## config.mk

```make
export PLATFORM = sky130hd
export DESIGN_NAME = tmr_count_unit
export DESIGN_NICKNAME = d
export VERILOG_FILES = /design/src/rtl/tcu_pkg.sv /design/src/rtl/tcu_tick_sel.sv /design/src/rtl/tcu_next_count.sv /design/src/rtl/tmr_count_unit.sv
export SDC_FILE = /design/constraint.sdc
export NUM_CORES = 1
export LEC_CHECK = 0
export BUFFER_PORTS_ARGS = -buffer_cell sky130_fd_sc_hd__buf_4
export CAP_MARGIN = 40
export CORE_ASPECT_RATIO = 1.1
export CORE_MARGIN = 8
export CORE_UTILIZATION = 35
export CTS_CLUSTER_DIAMETER = 100
export DETAILED_ROUTE_END_ITERATION = 10
export PLACE_DENSITY = 0.55
export SLEW_MARGIN = 10
export SYNTH_ARGS = -nofsm -noshare
export SYNTH_HDL_FRONTEND = slang
export SYNTH_SLANG_ARGS = --single-unit
```

## constraint.sdc

```tcl
create_clock -name clk -period 3.3 [get_ports clk]
set_input_delay 0.66 -clock clk [delete_from_list [all_inputs] [get_ports clk]]
set_output_delay 0.66 -clock clk [all_outputs]
set_load 0.01 [all_outputs]
```

## src/rtl/tcu_pkg.sv

```systemverilog
package tcu_pkg;

    typedef enum logic [1:0] {
        WM_WRAP     = 2'd0,
        WM_DUAL     = 2'd1,
        WM_CMPCLR   = 2'd2,
        WM_WRAP_ALT = 2'd3
    } wave_mode_e;

    localparam logic [2:0] SEL_STOP = 3'd0;
    localparam logic [2:0] SEL_SYS  = 3'd1;
    localparam logic [2:0] SEL_TAP0 = 3'd2;

endpackage

```

## src/rtl/tcu_tick_sel.sv

```systemverilog
module tcu_tick_sel #(
    parameter int NTAP = 4
) (
    input  logic            clk,
    input  logic            rst,
    input  logic [2:0]      clk_sel,
    input  logic [NTAP-1:0] presc_tick,
    input  logic            ext_tick,
    output logic            tick
);
    import tcu_pkg::*;

    localparam int EXT_FIRST = NTAP + 2;

    always_comb begin
        tick = 1'b0;
        if (clk_sel == SEL_SYS) begin
            tick = 1'b1;
        end else if (int'(clk_sel) >= EXT_FIRST) begin
            tick = ext_tick;
        end else begin
            for (int i = 0; i < NTAP; i++) begin
                if (int'(clk_sel) == i + 2) tick = presc_tick[i];
            end
        end
    end

    // a stopped source never produces a tick
    p_stop_no_tick_r3: assert property (@(posedge clk) disable iff (rst)
        (clk_sel == SEL_STOP) |-> !tick);

    // external codes follow ext_tick only
    p_ext_gate_r4: assert property (@(posedge clk) disable iff (rst)
        ((int'(clk_sel) >= EXT_FIRST) && !ext_tick) |-> !tick);

endmodule

```

## src/rtl/tcu_next_count.sv

```systemverilog
module tcu_next_count #(
    parameter int W = 8
) (
    input  logic         clk,
    input  logic         rst,
    input  logic [1:0]   wave_mode,
    input  logic [W-1:0] cnt,
    input  logic         dir_down,
    input  logic [W-1:0] cmp_val,
    input  logic         tick,
    output logic [W-1:0] cnt_nxt,
    output logic         dir_nxt,
    output logic         wrap_evt,
    output logic [W-1:0] top_val
);
    import tcu_pkg::*;

    localparam logic [W-1:0] ONE  = W'(1);
    localparam logic [W-1:0] MAXV = {W{1'b1}};

    wave_mode_e mode;
    assign mode    = wave_mode_e'(wave_mode);
    assign top_val = (mode == WM_CMPCLR) ? cmp_val : MAXV;

    always_comb begin
        cnt_nxt  = cnt + ONE;
        dir_nxt  = 1'b0;
        wrap_evt = (cnt == MAXV);
        unique case (mode)
            WM_DUAL: begin
                if (!dir_down) begin
                    wrap_evt = 1'b0;
                    if (cnt == MAXV) begin
                        dir_nxt = 1'b1;
                        cnt_nxt = MAXV - ONE;
                    end
                end else begin
                    dir_nxt  = 1'b1;
                    cnt_nxt  = cnt - ONE;
                    wrap_evt = (cnt == ONE);
                    if (cnt == '0) begin
                        dir_nxt = 1'b0;
                        cnt_nxt = ONE;
                    end
                end
            end
            WM_CMPCLR: begin
                if (cnt == cmp_val) cnt_nxt = '0;
            end
            default: ;
        endcase
    end

    // a dual-slope tick never produces an end value twice in a row
    p_dual_no_repeat_r9: assert property (@(posedge clk) disable iff (rst)
        (tick && mode == WM_DUAL) |-> (cnt_nxt != cnt));

endmodule

```

## src/rtl/tmr_count_unit.sv

```systemverilog
module tmr_count_unit #(
    parameter int W    = 8,
    parameter int NTAP = 4
) (
    input  logic            clk,
    input  logic            rst,
    input  logic [2:0]      clk_sel,
    input  logic [NTAP-1:0] presc_tick,
    input  logic            ext_tick,
    input  logic [1:0]      wave_mode,
    input  logic [W-1:0]    cmp_val,
    input  logic            wr_en,
    input  logic [W-1:0]    wr_data,
    input  logic            flag_clr,
    output logic [W-1:0]    count_o,
    output logic            at_top,
    output logic            at_bottom,
    output logic            ovf_flag
);
    import tcu_pkg::*;

    localparam logic [W-1:0] ONE = W'(1);

    typedef struct packed {
        logic [W-1:0] cnt;
        logic         dir_down;
        logic         ovf;
    } tcu_state_t;

    tcu_state_t st_d, st_q;

    logic         tick;
    logic [W-1:0] cnt_nxt;
    logic         dir_nxt;
    logic         wrap_evt;
    logic [W-1:0] top_val;

    tcu_tick_sel #(.NTAP(NTAP)) u_sel (
        .clk        (clk),
        .rst        (rst),
        .clk_sel    (clk_sel),
        .presc_tick (presc_tick),
        .ext_tick   (ext_tick),
        .tick       (tick)
    );

    tcu_next_count #(.W(W)) u_seq (
        .clk       (clk),
        .rst       (rst),
        .wave_mode (wave_mode),
        .cnt       (st_q.cnt),
        .dir_down  (st_q.dir_down),
        .cmp_val   (cmp_val),
        .tick      (tick),
        .cnt_nxt   (cnt_nxt),
        .dir_nxt   (dir_nxt),
        .wrap_evt  (wrap_evt),
        .top_val   (top_val)
    );

    always_comb begin
        st_d = st_q;
        if (wave_mode != WM_DUAL) st_d.dir_down = 1'b0;
        if (flag_clr) st_d.ovf = 1'b0;
        if (wr_en) begin
            st_d.cnt = wr_data;
        end else if (tick) begin
            st_d.cnt      = cnt_nxt;
            st_d.dir_down = dir_nxt;
            if (wrap_evt) st_d.ovf = 1'b1;
        end
    end

    always_ff @(posedge clk) begin
        if (rst) st_q <= '0;
        else     st_q <= st_d;
    end

    assign count_o   = st_q.cnt;
    assign at_bottom = (st_q.cnt == '0);
    assign at_top    = (st_q.cnt == top_val);
    assign ovf_flag  = st_q.ovf;

    // single-slope tick adds one, modulo the width
    p_step_up_r1: assert property (@(posedge clk) disable iff (rst)
        (tick && !wr_en && wave_mode == WM_WRAP) |=> (count_o == $past(count_o) + ONE));

    // compare match clears on a tick
    p_cmp_clear_r2: assert property (@(posedge clk) disable iff (rst)
        (tick && !wr_en && wave_mode == WM_CMPCLR && count_o == cmp_val) |=> (count_o == '0));

    // stopped timer holds the count
    p_stop_hold_r3: assert property (@(posedge clk) disable iff (rst)
        (clk_sel == SEL_STOP && !wr_en) |=> $stable(count_o));

    // a write always lands
    p_wr_load_r5: assert property (@(posedge clk) disable iff (rst)
        wr_en |=> (count_o == $past(wr_data)));

    // the flag is sticky without a clear
    p_flag_sticky_r8: assert property (@(posedge clk) disable iff (rst)
        (ovf_flag && !flag_clr) |=> ovf_flag);

    // dual slope turns upward at zero
    p_dual_turn_r9: assert property (@(posedge clk) disable iff (rst)
        (tick && !wr_en && wave_mode == WM_DUAL && count_o == '0) |=> (count_o == ONE));

endmodule

```

==> impl_metrics.csv, run 1 <==
group,metric,value,unit
outcome,status,"finished, final reports clean",
critical_path,cp.arrival,1.98,ns
placement,place.gp.congestion,0.843,
logic_synthesis,yosys_warnings,0,
critical_path,path_delay_family,"simple AND/OR/NAND/NOR gates",
route,drt-initial-drc-count,78,
finish,areaGrowthSynthToFinish,27.7,%
finish,layout.cells.non_filler,245,
clock_tree,clk_latency,0.27,ns
floorplan,pin_count,41,
route,post_drt_wl_per_cell,16.6,um
clock_tree,cts_hold_buf,0,
critical_path,reg2reg_setup_slack,0.99,ns
floorplan,start_util,36.5,%
logic_synthesis,syn_nets,201,
logic_synthesis,synth_edf_count,0,
logic_synthesis,syn_area_per_cell,7.39,um2
logic_synthesis,ys_ff_latch,10,
critical_path,cp-end-kind,"output pin",
global_routing,grt_pass1_wl,6.73,mm
pwr,netSwitchingFraction,38.4,%
pwr,internal_power,264,uW
worst_hold_path,hp-class,"reg -> reg",
route,antenna_left,0,
clock_tree,cts_buffer_depth,2,
critical_path,slowest_delay,0.50,ns
placement,hpwl,3.08,mm
clock_tree,cts_tree,"yes",
pwr,p_leak,0.652,nW
logic_synthesis,ys.flop_type,"dfxtp_1",
critical_path,startpoint,"count_o[1]",
route,drc,0,
global_routing,overflow,0,
finish,final_nets,234,
clock_tree,clock-sinks,10,
finish,drive_gt1_share,25.9,%
flow_run,drv_cap,0,
timing,slew_headroom,62.2,%
clock_tree,cts_root_buf,"clkbuf_4",
floorplan,core-area,0.00336,mm2
pwr,clockPowerShare,20.0,%
critical_path,cp_num_cells,5,
clock_tree,cts_setup_buffers,0,
timing,min_period,2.64,ns
placement,dp_cells,242,
timing,hold_viol_final,0,
critical_path,crit_chain,"inv_1, ha_1, or3b_2, nor2_1, buf_4",
finish,antenna_cells_inserted,0,
floorplan,fp.dieH,78.1,um
critical_path,required,2.64,ns
timing,post-route-period-util,80.0,%
finish,final_cell_mix,"42 x buf_4, 12 x nor2_1, 10 x dfxtp_1",
route,wl,4.06,mm
critical_path,critPathKind,"reg -> out",
critical_path,worstSetupStartpointType,"flip-flop",
timing,final.setup_skew,0.00328,ns
finish,final_common_cell,"buf_4",
timing,clock.fmax,379,MHz
critical_path,rr_endpoint,"count_o[6]",
critical_path,cp_slowest_cell,"or3b_2",
global_routing,grt_max_degree,16,
critical_path,reg2regPathDepth,5,
global_routing,first_global_vias,1403,
logic_synthesis,netlist_area,0.00123,mm2
clock_tree,cts_htree_levels,1,
floorplan,die_w,72.4,um
route,drt-pass1-iter-count,4,
pwr,ir_drop,0.000159,V
pwr,power_density,274,mW/mm2
critical_path,critPathBufInv,2,
pwr,p_sw,165,uW
logic_synthesis,async_flop_share,0,%
timing,drv_slew,0,
critical_path,critPathMaxFanout,11,
floorplan,die-area,0.00566,mm2
clock_tree,cts_buffers,3,
global_routing,antenna_found_initial,0,
pwr,p_seq_share,36.6,%
placement,io_buffers,40,
critical_path,r2r_start,"count_o[4]",
floorplan,rows,22,
route,via_per_inst,5.80,
timing,max_slew.worst_pin.slew,0.567,ns
pwr,combPwrFrac,43.4,%
finish,fin_util,46.6,%
critical_path,crit_end,"at_bottom",
logic_synthesis,ys_seq_area_share,16.3,%
global_routing,grtUsageTotal,14.5,%
timing,finalSetupViolations,0,
logic_synthesis,synth_cell_types,50,
clock_tree,cts_resized,0,
timing,rsz0062_at_grt,"no",
timing,setup_tns,0,ns
route,vias,1420,
logic_synthesis,synth_cells,166,
clock_tree,path_clk_slew,0.07,ns
[cell usage after synthesis, types with 3 or more instances]
cell	n	area [um2]
nand3_1	6	30.0
clkbuf_1	8	30.0
buf_2	5	25.0
o21ai_0	4	20.0
a21o_1	3	22.5
xnor2_1	8	70.1
nor4_1	4	25.0
o211ai_1	3	22.5
nand2_1	8	30.0
dfxtp_1	10	200
a31oi_1	4	25.0
a22oi_1	3	22.5
nor3_1	6	30.0
inv_1	9	33.8
ha_1	5	62.6
a211oi_1	4	30.0
mux2i_1	4	40.0
xor2_1	4	35.0
nand2b_1	6	37.5
a21oi_1	9	45.0
nor2_1	12	45.0
nor2b_1	6	37.5
o32ai_1	4	35.0
[power by group through the flow]
stage          combinational [mW]  sequential (mW)  clock [mW]
6_report                    0.186            0.157      0.0857
3_5_place_dp                0.185            0.159           0
3_3_place_gp                0.182            0.159           0
5_1_grt                     0.205            0.159      0.0999
4_1_cts                     0.186            0.156      0.0902
2_1_floorplan               0.128            0.143           0
[how the worst min path moves through the flow]
stage / cells past startpoint / end / startpoint
3_5_place_dp: 2 / ovf_flag / ovf_flag
4_1_cts: 2 / ovf_flag / ovf_flag
5_1_grt: 2 / ovf_flag / ovf_flag
6_report: 2 / ovf_flag / ovf_flag
3_3_place_gp: 2 / ovf_flag / ovf_flag
2_1_floorplan: 2 / ovf_flag / ovf_flag
[routing by layer]
metal | vias to the layer above | track usage (%) | part of all wire, %
li1 | 684 | - | -
met1 | 684 | 17.4 | 45
met2 | 50 | 24.2 | 48
met3 | 2 | 3.81 | 6.7
met4 | 0 | 4.81 | 0.57
met5 | - | 0 | 0
[flip-flops by register name, indices dropped and copies added (netlist names)]
register,count
st_q,1
count_o,8
ovf_flag,1
[area by class of cell]
class	count	area, um2
sequential	10	200
clock buffer	3	22.5
multi-input combinational	132	930
inverter	10	37.5
fill	378	1790
tap	48	60.1
timing repair buffer	42	315
[logic make-up (layout without fill, tap and decap cells)]
| family | after synthesis | count (layout) | synth area share (%) |
|---|---|---|---|
| compound gates | 52 | 52 | 32.8 |
| xor+xnor | 12 | 12 | 8.57 |
| fa+ha+maj | 5 | 5 | 5.10 |
| buf+inv | 24 | 55 | 7.86 |
| flops | 10 | 10 | 16.3 |
| mux | 4 | 4 | 3.27 |
| simple gates | 59 | 59 | 26.1 |
[worst reg2reg max path, delay by kind of cell, from the launching register on]
family                 cells  cell delay (ns)
AO/OA/AOI/OAI              4             1.42
flip-flops                 1             0.66
buffers and inverters      1             0.10
[per-stage QoR]
stage / total power [mW] / area, um2 / worst slack, ns / hold slack, ns
floorplan: 0.271 / 1230 / 1.08 / 0.493
global placement: 0.341 / 1540 / 0.768 / 0.461
detailed placement: 0.345 / 1540 / 0.822 / 0.469
CTS: 0.433 / 1570 / 0.667 / 0.480
global route: 0.464 / 1570 / 0.553 / 0.523
finish: 0.428 / 1570 / 0.660 / 0.479
Power figures use the tool's default switching activity.
==> run 2, diff against run 1 <==
ABC_AREA = 1   (was unset)
PLACE_DENSITY = 0.56   (was 0.55)
clock period = 2.4 ns   (was 3.3 ns; I/O delays follow)
==> run 2 against run 1 <==
  * Clock-buffer cell count rose by 1
  * Combinational power rose by 47%
  * Cell area rose by 9.9%
  * Clock power rose to 2.6 times the previous value
  * Global-route usage rose by 1.1 points
  * First-iteration DRC count rose by 33%
  * Synthesized area rose by 7.1%
  * Die area rose by 5.6%
  * Largest power group unchanged
  * Sequential cell count did not move
==> impl_metrics.csv, run 2 <==
group,metric,value,unit
critical_path,worstSetupStartpointType,"flip-flop",
critical_path,rr_endpoint,"count_o[1]",
floorplan,die_w,74.4,um
clock_tree,cts_htree_levels,1,
worst_hold_path,whs_path_depth,2,
logic_synthesis,yosysTopAreaCell,"nand2_1",
critical_path,reg2reg_setup_slack,0.57,ns
clock_tree,cts_hold_buf,0,
critical_path,slowest_delay,0.51,ns
logic_synthesis,netlist_area,0.00131,mm2
critical_path,critPathKind,"reg -> out",
global_routing,antenna_found_initial,0,
logic_synthesis,synth_adder_area_share,4.76,%
pwr,netSwitchingFraction,37.3,%
global_routing,overflow,0,
timing,clock.fmax,473,MHz
logic_synthesis,synth_top_family_by_area,"simple AND/OR/NAND/NOR gates",
timing,min_period,2.11,ns
pwr,clockPowerShare,32.5,%
clock_tree,cts_root_buf,"clkbuf_8",
logic_synthesis,yosys.area_share.xor_xnor,4.00,%
pwr,internal_power,439,uW
logic_synthesis,ys_top_cells_by_area,"nand2_1 25%, dfxtp_1 15%, inv_1 11%",
critical_path,reg2regPathDepth,9,
finish,layout.cells.non_filler,336,
floorplan,fp.dieH,80.3,um
timing,max_slew.worst_pin.slew,0.348,ns
placement,io_buffers,40,
logic_synthesis,synth_edf_count,0,
timing,drv_slew,0,
logic_synthesis,ys.flop_type,"dfxtp_1",
critical_path,path_delay_family,"flip-flops",
logic_synthesis,yosys_warnings,0,
finish,final_nets,322,
logic_synthesis,synthMuxAreaShare,0,%
timing,rsz0062_at_grt,"no",
clock_tree,cts_tree,"yes",
pwr,combPwrFrac,39.2,%
finish,antenna_cells_inserted,0,
logic_synthesis,synth_most_common_cell,"nand2_1",
logic_synthesis,async_flop_share,0,%
logic_synthesis,synth_cell_types,30,
logic_synthesis,synth_compound_area_share,14.5,%
logic_synthesis,synth_cells,244,
floorplan,pin_count,41,
finish,drive_gt1_share,20.6,%
critical_path,required,1.92,ns
pwr,power_density,407,mW/mm2
finish,largest_reg_flops,8,
timing,slew_headroom,76.8,%
critical_path,cp-end-kind,"output pin",
placement,dpl_cell_area,0.00167,mm2
floorplan,die-area,0.00597,mm2
global_routing,grtUsageTotal,15.6,%
finish,design_area,0.00172,mm2
floorplan,rows,23,
route,drc,0,
route,antenna_left,0,
critical_path,crit_end,"at_top",
worst_hold_path,hold_start,"ovf_flag",
logic_synthesis,syn_nets,279,
clock_tree,cts_setup_buffers,0,
finish,areaGrowthSynthToFinish,31.0,%
timing,setup_tns,0,ns
critical_path,cp_num_cells,6,
route,wl,4.38,mm
route,via_per_inst,4.79,
placement,place.gp.congestion,0.814,
timing,post-route-period-util,88.0,%
timing,whs,0.469,ns
global_routing,first_global_vias,1556,
clock_tree,cts_buffers,3,
global_routing,grt_max_degree,11,
pwr,p_leak,0.951,nW
clock_tree,cts_buffer_depth,2,
logic_synthesis,ys_seq_area_share,15.2,%
critical_path,critPathBufInv,2,
critical_path,crit_chain,"nand3_1, nor2_1, inv_1, nor2_1, o2111a_1, buf_4",
finish,final_cell_mix,"87 x nand2_1, 43 x buf_4, 37 x inv_1",
logic_synthesis,syn_area_per_cell,5.38,um2
logic_synthesis,synth_top_area_share,24.9,%
route,post_drt_wl_per_cell,13.0,um
flow_run,drv_cap,0,
clock_tree,path_clk_slew,0.05,ns
pwr,ir_drop,0.000164,V
critical_path,crit_top_cell,"nor2_1",
critical_path,startpoint,"count_o[0]",
pwr,p_sw,261,uW
worst_hold_path,hp-class,"reg -> reg",
floorplan,core-area,0.00363,mm2
timing,hold_viol_final,0,
critical_path,cp.arrival,1.63,ns
critical_path,r2r_start,"count_o[0]",
clock_tree,clock-sinks,10,
global_routing,grt_pass1_wl,7.32,mm
critical_path,cp_slowest_cell,"dfxtp_1",
route,drt-pass1-iter-count,4,
outcome,status,"finished, final reports clean",
timing,finalSetupViolations,0,
placement,dp_cells,332,
timing,final.setup_skew,0.00640,ns
logic_synthesis,synthSimpleGateAreaFrac,47.2,%
clock_tree,clk_latency,0.25,ns
critical_path,critPathMaxFanout,8,
route,vias,1608,
logic_synthesis,synthTopCellsByCount,"87 x nand2_1, 37 x inv_1, 25 x nand3_1",
route,drt-initial-drc-count,104,
logic_synthesis,ys_ff_latch,10,
clock_tree,cts_resized,0,
pwr,p_seq_share,28.4,%
placement,hpwl,3.52,mm
floorplan,start_util,36.2,%
finish,final_common_cell,"nand2_1",
[run 2: metal layers]
metal | vias to the layer above | track usage [%] | share of wire, %
li1 | 853 | - | -
met1 | 716 | 19.9 | 47
met2 | 34 | 25.4 | 47
met3 | 5 | 2.74 | 4.6
met4 | 0 | 5.29 | 1.4
met5 | - | 0 | 0
[run 2: logic make-up after synthesis]
kind of cell | after synthesis
and+or+nand+nor | 144
buffers and inverters | 46
AOI/OAI and AO/OA | 33
DFF | 10
xor gates and xnor gates | 6
adders and majority gates | 5
[run 2: how the worst min path moves through the flow]
| stage | to | slack [ns] |
|---|---|---|
| floorplan | ovf_flag | 0.49 |
| global placement | ovf_flag | 0.47 |
| detailed placement | ovf_flag | 0.46 |
| CTS | ovf_flag | 0.47 |
| global route | ovf_flag | 0.50 |
| finish | ovf_flag | 0.47 |
[run 2: power groups by stage]
stage | Sequential (mW) | Clock, mW | Combinational, mW
after CTS | 0.198 | 0.229 | 0.276
after detailed placement | 0.202 | 0 | 0.275
final | 0.198 | 0.227 | 0.274
after global placement | 0.202 | 0 | 0.276
after global routing | 0.200 | 0.237 | 0.311
after floorplan | 0.198 | 0 | 0.173
[run 2: final cells by class]
type                            count  area (um2)
Tap cell                           50        62.6
Clock buffer                        4        55.1
Sequential cell                    10         200
Timing Repair Buffer               43         323
Multi-Input combinational cell    188         926
Fill cell                         430        1910
Inverter                           41         154
[run 2: worst register-to-register path: cells and delay by family, from the launching register on]
family                   cells  cell delay (ns)
AO/OA/AOI/OAI                2             0.38
adder cells (fa/ha/maj)      1             0.26
buffers and inverters        1             0.13
flip-flops                   1             0.51
AND/OR/NAND/NOR              5             0.49
[run 2: metrics by stage]
step | power [mW] | setup slack (ns) | util (%)
floorplan | 0.371 | 0.762 | -
finish | 0.699 | 0.288 | 47.4
global route | 0.748 | 0.128 | 47.4
global placement | 0.478 | 0.552 | 45.9
CTS | 0.704 | 0.288 | 47.4
detailed placement | 0.477 | 0.544 | 45.9
